[src/rtl/mct_pkg.sv]
package mct_pkg;

    localparam int ST_W  = 4;
    localparam int OPC_W = 6;

    typedef enum logic [ST_W-1:0] {
        ST_FETCH    = 4'd0,
        ST_DECODE   = 4'd1,
        ST_BEQ      = 4'd2,
        ST_JMP      = 4'd3,
        ST_RT_EX    = 4'd4,
        ST_RT_WB    = 4'd5,
        ST_ORI_EX   = 4'd6,
        ST_ORI_WB   = 4'd7,
        ST_LW_EX    = 4'd8,
        ST_LW_MEM   = 4'd9,
        ST_LW_WB    = 4'd10,
        ST_SW_EX    = 4'd11,
        ST_SW_MEM   = 4'd12,
        ST_TRAP_RSV = 4'd13,
        ST_TRAP_OVF = 4'd14,
        ST_TRAP_IRQ = 4'd15
    } mct_state_e;

    localparam logic [OPC_W-1:0] OPC_RTYPE = 6'b000000;
    localparam logic [OPC_W-1:0] OPC_JUMP  = 6'b000010;
    localparam logic [OPC_W-1:0] OPC_BEQ   = 6'b000100;
    localparam logic [OPC_W-1:0] OPC_ORI   = 6'b001101;
    localparam logic [OPC_W-1:0] OPC_LW    = 6'b100011;
    localparam logic [OPC_W-1:0] OPC_SW    = 6'b101011;

    localparam int CAUSE_IRQ  = 0;
    localparam int CAUSE_RSVD = 10;
    localparam int CAUSE_OVF  = 12;

    typedef enum logic       {ASRC_PC = 1'b0, ASRC_REGA = 1'b1} asrc_e;
    typedef enum logic [1:0] {BSRC_REGB = 2'd0, BSRC_FOUR = 2'd1,
                              BSRC_IMM = 2'd2, BSRC_IMM_SH = 2'd3} bsrc_e;
    typedef enum logic [1:0] {AOP_ADD = 2'd0, AOP_SUB = 2'd1,
                              AOP_FUNCT = 2'd2, AOP_OR = 2'd3} aop_e;
    typedef enum logic [1:0] {PSRC_ALU = 2'd0, PSRC_TARGET = 2'd1,
                              PSRC_JUMP = 2'd2, PSRC_SPARE = 2'd3} psrc_e;
    typedef enum logic [1:0] {TRAP_NONE = 2'd0, TRAP_RSVD = 2'd1,
                              TRAP_OVF = 2'd2, TRAP_IRQ = 2'd3} trap_e;

    // Per-state control word carried from decoder to top.
    typedef struct packed {
        logic  pc_load;
        logic  pc_load_if_eq;
        psrc_e pc_next_sel;
        logic  instr_latch;
        logic  mem_addr_sel;
        logic  mem_read;
        logic  mem_write;
        logic  rf_write;
        logic  dst_rd_sel;
        logic  wb_from_mem;
        asrc_e src_a_sel;
        bsrc_e src_b_sel;
        aop_e  alu_fn;
        logic  imm_signed;
        trap_e trap;
    } mct_ctl_t;

    function automatic mct_state_e dispatch_op(input logic [OPC_W-1:0] op);
        mct_state_e s;
        case (op)
            OPC_RTYPE: s = ST_RT_EX;
            OPC_ORI:   s = ST_ORI_EX;
            OPC_LW:    s = ST_LW_EX;
            OPC_SW:    s = ST_SW_EX;
            OPC_BEQ:   s = ST_BEQ;
            OPC_JUMP:  s = ST_JMP;
            default:   s = ST_TRAP_RSV;
        endcase
        return s;
    endfunction

    // Last state of an instruction: the only place an interrupt is taken.
    function automatic logic ends_instr(input mct_state_e s);
        return (s == ST_BEQ)    || (s == ST_JMP)    || (s == ST_RT_WB) ||
               (s == ST_ORI_WB) || (s == ST_LW_WB)  || (s == ST_SW_MEM);
    endfunction

    function automatic int cause_of(input trap_e t);
        int c;
        case (t)
            TRAP_RSVD: c = CAUSE_RSVD;
            TRAP_OVF:  c = CAUSE_OVF;
            default:   c = CAUSE_IRQ;
        endcase
        return c;
    endfunction

endpackage

[src/rtl/mct_state_reg.sv]
module mct_state_reg
    import mct_pkg::*;
(
    input  logic       clk,
    input  logic       rst,
    input  mct_state_e nxt,
    output mct_state_e cur
);
    always_ff @(posedge clk) begin
        if (rst) cur <= ST_FETCH;
        else     cur <= nxt;
    end
endmodule

[src/rtl/mct_next_state.sv]
module mct_next_state
    import mct_pkg::*;
(
    input  mct_state_e       cur,
    input  logic [OPC_W-1:0] opcode,
    input  logic             alu_ovf,
    input  logic             irq,
    input  logic             irq_en,
    output mct_state_e       nxt
);
    logic take_irq;

    assign take_irq = irq & irq_en;

    always_comb begin
        nxt = ST_FETCH;
        case (cur)
            ST_FETCH:  nxt = ST_DECODE;
            ST_DECODE: nxt = dispatch_op(opcode);
            ST_RT_EX:  nxt = alu_ovf ? ST_TRAP_OVF : ST_RT_WB;
            ST_ORI_EX: nxt = ST_ORI_WB;
            ST_LW_EX:  nxt = ST_LW_MEM;
            ST_LW_MEM: nxt = ST_LW_WB;
            ST_SW_EX:  nxt = ST_SW_MEM;
            default: begin
                // Instruction boundaries and trap states.
                if (ends_instr(cur) && take_irq) nxt = ST_TRAP_IRQ;
                else                             nxt = ST_FETCH;
            end
        endcase
    end
endmodule

[src/rtl/mct_strobe_decode.sv]
module mct_strobe_decode
    import mct_pkg::*;
(
    input  mct_state_e cur,
    output mct_ctl_t   ctl
);
    always_comb begin
        ctl = '0;
        case (cur)
            ST_FETCH: begin
                ctl.mem_read    = 1'b1;
                ctl.instr_latch = 1'b1;
                ctl.pc_load     = 1'b1;
                ctl.src_a_sel   = ASRC_PC;
                ctl.src_b_sel   = BSRC_FOUR;
                ctl.alu_fn      = AOP_ADD;
                ctl.pc_next_sel = PSRC_ALU;
            end
            ST_DECODE: begin
                ctl.src_a_sel  = ASRC_PC;
                ctl.src_b_sel  = BSRC_IMM_SH;
                ctl.alu_fn     = AOP_ADD;
                ctl.imm_signed = 1'b1;
            end
            ST_BEQ: begin
                ctl.src_a_sel     = ASRC_REGA;
                ctl.src_b_sel     = BSRC_REGB;
                ctl.alu_fn        = AOP_SUB;
                ctl.pc_load_if_eq = 1'b1;
                ctl.pc_next_sel   = PSRC_TARGET;
            end
            ST_JMP: begin
                ctl.pc_load     = 1'b1;
                ctl.pc_next_sel = PSRC_JUMP;
            end
            ST_RT_EX: begin
                ctl.src_a_sel = ASRC_REGA;
                ctl.src_b_sel = BSRC_REGB;
                ctl.alu_fn    = AOP_FUNCT;
            end
            ST_RT_WB: begin
                ctl.rf_write   = 1'b1;
                ctl.dst_rd_sel = 1'b1;
            end
            ST_ORI_EX: begin
                ctl.src_a_sel  = ASRC_REGA;
                ctl.src_b_sel  = BSRC_IMM;
                ctl.imm_signed = 1'b0;
                ctl.alu_fn     = AOP_OR;
            end
            ST_ORI_WB: begin
                ctl.rf_write = 1'b1;
            end
            ST_LW_EX, ST_SW_EX: begin
                ctl.src_a_sel  = ASRC_REGA;
                ctl.src_b_sel  = BSRC_IMM;
                ctl.imm_signed = 1'b1;
                ctl.alu_fn     = AOP_ADD;
            end
            ST_LW_MEM: begin
                ctl.mem_read     = 1'b1;
                ctl.mem_addr_sel = 1'b1;
            end
            ST_LW_WB: begin
                ctl.rf_write    = 1'b1;
                ctl.wb_from_mem = 1'b1;
            end
            ST_SW_MEM: begin
                ctl.mem_write    = 1'b1;
                ctl.mem_addr_sel = 1'b1;
            end
            ST_TRAP_RSV, ST_TRAP_OVF, ST_TRAP_IRQ: begin
                // ALU forms PC - 4 for the faulting-PC register.
                ctl.src_a_sel = ASRC_PC;
                ctl.src_b_sel = BSRC_FOUR;
                ctl.alu_fn    = AOP_SUB;
                ctl.pc_load   = 1'b1;
                if (cur == ST_TRAP_RSV)      ctl.trap = TRAP_RSVD;
                else if (cur == ST_TRAP_OVF) ctl.trap = TRAP_OVF;
                else                         ctl.trap = TRAP_IRQ;
            end
            default: ctl = '0;
        endcase
    end
endmodule

[src/rtl/mc_trap_ctrl.sv]
module mc_trap_ctrl
    import mct_pkg::*;
#(
    parameter int               ADDR_W   = 32,
    parameter int               CAUSE_W  = 5,
    parameter logic [ADDR_W-1:0] VEC_ADDR = 32'h8000_0080
) (
    input  logic               clk,
    input  logic               rst,
    input  logic [5:0]         opcode,
    input  logic               alu_ovf,
    input  logic               irq,
    input  logic               irq_en,
    output logic [3:0]         ctl_state,
    output logic               pc_load,
    output logic               pc_load_if_eq,
    output logic [1:0]         pc_next_sel,
    output logic               instr_latch,
    output logic               mem_addr_sel,
    output logic               mem_read,
    output logic               mem_write,
    output logic               rf_write,
    output logic               dst_rd_sel,
    output logic               wb_from_mem,
    output logic               src_a_sel,
    output logic [1:0]         src_b_sel,
    output logic [1:0]         alu_fn,
    output logic               imm_signed,
    output logic               fault_pc_wr,
    output logic               cause_wr,
    output logic [CAUSE_W-1:0] cause_val,
    output logic               vec_load,
    output logic [ADDR_W-1:0]  vec_addr
);
    localparam logic [ADDR_W-1:0] VEC_NONE = '0;

    mct_state_e cur_st;
    mct_state_e nxt_st;
    mct_ctl_t   ctl;
    logic       live;
    logic       in_trap;

    mct_state_reg u_sreg (
        .clk (clk),
        .rst (rst),
        .nxt (nxt_st),
        .cur (cur_st)
    );

    mct_next_state u_next (
        .cur     (cur_st),
        .opcode  (opcode),
        .alu_ovf (alu_ovf),
        .irq     (irq),
        .irq_en  (irq_en),
        .nxt     (nxt_st)
    );

    mct_strobe_decode u_dec (
        .cur (cur_st),
        .ctl (ctl)
    );

    // Strobes are held quiet for as long as reset is applied.
    assign live    = ~rst;
    assign in_trap = (ctl.trap != TRAP_NONE) & live;

    assign ctl_state     = cur_st;
    assign pc_load       = ctl.pc_load & live;
    assign pc_load_if_eq = ctl.pc_load_if_eq & live;
    assign pc_next_sel   = ctl.pc_next_sel;
    assign instr_latch   = ctl.instr_latch & live;
    assign mem_addr_sel  = ctl.mem_addr_sel;
    assign mem_read      = ctl.mem_read & live;
    assign mem_write     = ctl.mem_write & live;
    assign rf_write      = ctl.rf_write & live;
    assign dst_rd_sel    = ctl.dst_rd_sel;
    assign wb_from_mem   = ctl.wb_from_mem;
    assign src_a_sel     = ctl.src_a_sel;
    assign src_b_sel     = ctl.src_b_sel;
    assign alu_fn        = ctl.alu_fn;
    assign imm_signed    = ctl.imm_signed;
    assign fault_pc_wr   = in_trap;
    assign cause_wr      = in_trap;
    assign cause_val     = CAUSE_W'(cause_of(ctl.trap));
    assign vec_load      = in_trap;
    assign vec_addr      = in_trap ? VEC_ADDR : VEC_NONE;

endmodule

[config.mk]
export PLATFORM = sky130hd
export DESIGN_NAME = mc_trap_ctrl
export DESIGN_NICKNAME = d
export VERILOG_FILES = /design/src/rtl/mct_pkg.sv /design/src/rtl/mct_state_reg.sv /design/src/rtl/mct_next_state.sv /design/src/rtl/mct_strobe_decode.sv /design/src/rtl/mc_trap_ctrl.sv
export SDC_FILE = /design/constraint.sdc
export NUM_CORES = 1
export LEC_CHECK = 0
export ABC_AREA = 1
export BUFFER_PORTS_ARGS = -buffer_cell sky130_fd_sc_hd__buf_2
export CAP_MARGIN = 40
export CORE_AREA = 2 2 54 56
export DETAILED_ROUTE_END_ITERATION = 10
export DIE_AREA = 0 0 56 58
export PLACE_DENSITY = 0.74
export SLEW_MARGIN = 25
export SYNTH_ARGS = -nofsm -noshare
export SYNTH_HDL_FRONTEND = slang
export SYNTH_SLANG_ARGS = --single-unit
[constraint.sdc]
create_clock -name clk -period 1.5 [get_ports clk]
set_clock_uncertainty 0.05 [all_clocks]
set_input_delay 0.3 -clock clk [delete_from_list [all_inputs] [get_ports clk]]
set_output_delay 0.3 -clock clk [all_outputs]
set_load 0.01 [all_outputs]
---- Word-level counts from Yosys, hierarchy flattened ----
Cells that the tools add are included.
word-level totals
  bits in registers ....................... 4
  latch bits .............................. 0
  RAM bits ................................ 0
  bits in read-only memories .............. 0
  bits of input ports ..................... 11
  output and inout bits ................... 61
  word-level logic and storage cells ...... 69
  memories kept ........................... 0
cells by class
  add/sub/neg operators ................... 0
  multipliers ............................. 0
  div/mod/pow operators ................... 0
  order comparisons ....................... 0
  eq/ne operators ......................... 22
  shift-type cells ........................ 0
  mux-type cells .......................... 21
  bitwise logic cells ..................... 9
  reductions and logical operators ........ 16
operators with widths
  kind                                                                    count
  5-bit one-hot mux with 7 select lines                                   1
  4-bit equality test (second input constant)                             8
  32-bit 2-to-1 mux                                                       1
  4-bit one-hot mux with 7 select lines                                   1
  4-bit one-hot mux with 6 select lines                                   1
  4-bit by 3-bit equality test with 1-bit output (second input constant)  4
  6-bit equality test (second input constant)                             2
  1-bit 2-to-1 mux                                                        11
  3-bit OR reduction                                                      3
  1-bit AND                                                               8
  4-bit by 2-bit equality test with 1-bit output (second input constant)  2
  4-bit 2-to-1 mux                                                        2
  4-bit one-hot mux with 2 select lines                                   1
  6-bit by 2-bit equality test with 1-bit output (second input constant)  1
  6-bit by 3-bit equality test with 1-bit output (second input constant)  1
  6-bit by 4-bit equality test with 1-bit output (second input constant)  1
  6-bit logical NOT                                                       1
  2-bit OR reduction                                                      3
  1-bit logical OR                                                        5
  5-bit OR reduction                                                      1
  4-bit by 1-bit equality test with 1-bit output (second input constant)  1
  4-bit logical NOT                                                       1
  2-bit 2-to-1 mux                                                        2
  2-bit one-hot mux with 2 select lines                                   1
  5 further kinds                                                         5

---- Depth between registers and ports, before layout ----
  depth in word-level cells ............... 9
  mapped depth ............................ 11
  depth with buffers taken out ............ 11

---- Hierarchy ----
Synthesis repeated with hierarchy kept, for this count alone.
unflattened totals
  cells, all modules ...................... 178
  area total of the unflattened synthesis .. 994.7 um2
by module, submodules not included
  module             times used  cells an instance  area each (um2)  sequential area each (um2)
  mc_trap_ctrl       1           55                 367.9            0.0
  mct_next_state     1           66                 319.1            0.0
  mct_strobe_decode  1           45                 197.7            0.0
  mct_state_reg      1           12                 110.1            80.1

---- Worst setup path after synthesis ----
OpenSTA, ideal clock, no wires.
  path type ............................... register -> output
  from .................................... register u_sreg.cur[3]
  to ...................................... output fault_pc_wr
  arrival time ............................ 1.460 ns
  required time ........................... 1.150 ns
  setup slack ............................. -0.310 ns
  stages on the path, launching flop included .. 7
  buffers on the path ..................... 1
  cell sequence ........................... dfxtp_1 nand2_1 nor2_1 inv_1 ha_1 nor2_1 buf_4
between the ends
  longest elaborated chain between the ends .. 6
  elaborated cells between the ends (all ways) .. 9
  classes of those cells .................. 3 x eq/ne; 3 x mux; 1 x bitwise; 2 x reduce/logical
RTL lines
  item                    RTL line                                         RTL
  start, declared         mct_state_reg.sv:7                               output mct_state_e cur
  start signal, assigned  mct_state_reg.sv:11                              else cur <= nxt;
  4-bit equality test     mct_strobe_decode.sv:9, mct_strobe_decode.sv:79
  1-bit 2-to-1 mux        mct_strobe_decode.sv:79                          else if (cur == ST_TRAP_OVF) ctl.trap = TRAP_OVF;
  2-bit 2-to-1 mux        mct_strobe_decode.sv:78                          if (cur == ST_TRAP_RSV) ctl.trap = TRAP_RSVD;
  2-bit 2-to-1 mux (*)    mct_strobe_decode.sv:9                           case (cur)
  2-bit nonzero test (*)  mc_trap_ctrl.sv:66                               assign in_trap = (ctl.trap != TRAP_NONE) & live;
  1-bit AND (*)           mc_trap_ctrl.sv:66
  end, declared           mc_trap_ctrl.sv:29                               output logic fault_pc_wr,
Every way passes the cells marked *; elsewhere a longest branch is shown, timed or not.

---- Final worst setup path ----
  from .................................... register u_sreg.cur[2]
  to ...................................... output vec_addr[7]
between the ends
  longest elaborated chain between the ends .. 7
  elaborated cells between the ends (all ways) .. 10
  classes of those cells .................. 3 x eq/ne; 4 x mux; 1 x bitwise; 2 x reduce/logical
RTL lines
  item                    RTL line                                         RTL
  4-bit equality test     mct_strobe_decode.sv:9, mct_strobe_decode.sv:79
  1-bit 2-to-1 mux        mct_strobe_decode.sv:79
  2-bit 2-to-1 mux        mct_strobe_decode.sv:78
  2-bit 2-to-1 mux (*)    mct_strobe_decode.sv:9
  2-bit nonzero test (*)  mc_trap_ctrl.sv:66
  1-bit AND (*)           mc_trap_ctrl.sv:66
  32-bit 2-to-1 mux (*)   mc_trap_ctrl.sv:87                               assign vec_addr = in_trap ? VEC_ADDR : VEC_NONE;
  end, declared           mc_trap_ctrl.sv:33                               output logic [ADDR_W-1:0] vec_addr
Marked as above.

==> results_dict.tcl <==
set metrics [dict create \
    ys_seq_area_share_pct 8.90 \
    final_common_cell "conb_1" \
    nFillCells 298 \
    grt_util_met3_pct 2.01 \
    routedWlPerCell_um 9.81 \
    boundaryPins 72 \
    grt.busiest_layer "met2" \
    initial_core_util_pct 33.8 \
    rr_startpoint "u_sreg.cur[0]" \
    cts_sinks 4 \
    placed_area_um2 1030 \
    grt_pass1_vias 918 \
    grt_pass1_wl_um 3780 \
    path_buf_inv 2 \
    numCtsBuffers 3 \
    core_um2 2660 \
    critPathLaunch "u_sreg.cur[2]" \
    power_uw 2340 \
    routed_wl_um 2400 \
    rows 19 \
    hold_viol_final 0 \
    rsz0062_at_grt "true" \
    htreeDepth 1 \
    ys_types 19 \
    dp_hpwl_um 1750 \
    rrSetupSlack_ns -0.04 \
    route.detailed.drc 0 \
    worstHoldStart "rst" \
    yosys-top-cells-area "buf_4, nand2_1, nor2_1" \
    vias 1021 \
    arrival_ns 1.29 \
    cp_max_fo 5 \
    total_leakage_power_uw 0.000872 \
    tritoncts "yes" \
    netlist_instances 158 \
    path_cells "nand2_4 > nor2_4 > inv_2 > ha_4 > nor2_4 > buf_6" \
    clock_latency_ns 0.23 \
    nets 229 \
    path_clk_slew_ns 0.03 \
    drive_gt1_share_pct 51.9 \
    pre_cts_ws_ns 0.0461 \
    post-route-period-util_pct 109 \
    drt-pass1-iter-count 4 \
    clock.fmax_ghz 0.611 \
    synth_area_um2 900 \
    port_buffers 39 \
    violations "negative setup slack" \
    netlist.area_leader.share_pct 30.9 \
    first_iter_violations 19 \
    antenna_found_initial 0 \
    gr-usage-met1_pct 14.5 \
    grt_overflow 0 \
    critPathSlowestCell "dfxtp_4" \
    layout_common_cells "conb_1, buf_2, nand2_1" \
    largestRegisters "u_sreg.cur: 4 flops" \
    via_per_inst 4.17 \
    slew_violations 0 \
    final_core_utilization_pct 52.9 \
    cp_common_cell "nor2_4" \
    area.growth.synth_to_final_pct 56.5 \
    clock_path_buffers 2 \
    drtAntennaViolNets 0 \
    die_area_um2 3250 \
    setup_ws_ns -0.137 \
    fin_crit_ns 1.64 \
    n_antenna_cell 0 \
    crit_path_end_kind "output pin" \
    root_buffer "clkbuf_4" \
    grt_max_degree 10 \
    hold_path_class "input port to register" \
    cp_top_family "flip-flops" \
    cpPeakStageDelay_ns 0.37 \
    required_ns 1.15 \
    cp-start-kind "register" \
    path_class "register to output pin" \
    gp_congestion 0.871 \
    regMostFlops "u_sreg.cur" \
    drv_cap 0 \
    grtUsageTotal_pct 14.5 \
    status "finished with violations" \
    ys_warn_count 0 \
    avgSynthCellArea_um2 5.69 \
    synth_largest_area_cell "buf_4" \
    powerDensity_nw_per_um2 1660 \
    ir_drop_mv 0.914 \
    synth-seq-cells 4 \
    largest_reg_flops 4 \
    die_x_um 56 \
    final_cell_area_um2 1410 \
    die_h_um 58 \
    grt_use_met2_pct 29.6 \
    setup_viol 25 \
]
## final timing paths
path / end / depth (start not counted)
worst max-delay path: vec_addr[7] / 6
worst min-delay path: u_sreg.cur[2] / 2
worst max register to register: u_sreg.cur[1] / 11
worst min register to register: u_sreg.cur[0] / 7
## area by class of cell
class                   count  area [um2]  area share, %
repair buffers             59         439           31.2
well taps                  31        38.8           2.76
flip-flops and latches      4        95.1           6.76
clock buffers               3        22.5           1.60
inverters                  26         108           7.64
multi-input cells         122         704           50.0
## where the power goes
part	internal (uW)	total (uW)	switching [uW]
logic	904	1920	1020
clock network	89.1	127	38.2
registers	183	288	105
## metrics by stage
step                hold slack, ns  cells  setup TNS, ns
floorplan                    0.470    189              0
global placement             0.586    227              0
detailed placement           0.594    227              0
CTS                          0.365    242          -2.00
global route                 0.382    245          -4.26
finish                       0.371    245          -2.10
## per-layer routing
layer / routed length [um] / vias to the layer above
met5: 0 / -
met4: 36 / 0
met3: 167 / 4
met2: 1360 / 45
met1: 843 / 448
li1: - / 524
## cell families after synthesis
group | count (synthesis) | share of synthesized area [%]
flops | 4 | 8.90
compound gates | 11 | 6.26
fa+ha+maj | 2 | 2.78
buf+inv | 63 | 41.7
simple gates | 77 | 39.9
other cells | 1 | 0.417
## synthesized netlist by cell type
| library cell | number |
|---|---|
| and3_1 | 1 |
| a21oi_1 | 5 |
| inv_1 | 22 |
| nand3_1 | 10 |
| nand4_2 | 1 |
| dfxtp_1 | 4 |
| conb_1 | 1 |
| a31oi_1 | 1 |
| nand2_2 | 7 |
| ha_1 | 2 |
| nand3b_1 | 1 |
| nor2_4 | 1 |
| nor2_2 | 4 |
| inv_2 | 4 |
| nand2_4 | 1 |
| nand2_1 | 28 |
| buf_4 | 37 |
| o21ai_0 | 5 |
| nor2_1 | 23 |
## repair_timing
item	in CTS	in global routing
resized for setup	42	20
pin swaps	17	6
gates cloned	0	0
buffers inserted	12	3
setup endpoints to repair	19	28
hold endpoints to repair	0	0
hold buffers	0	0
Power figures use the tool's default switching activity.
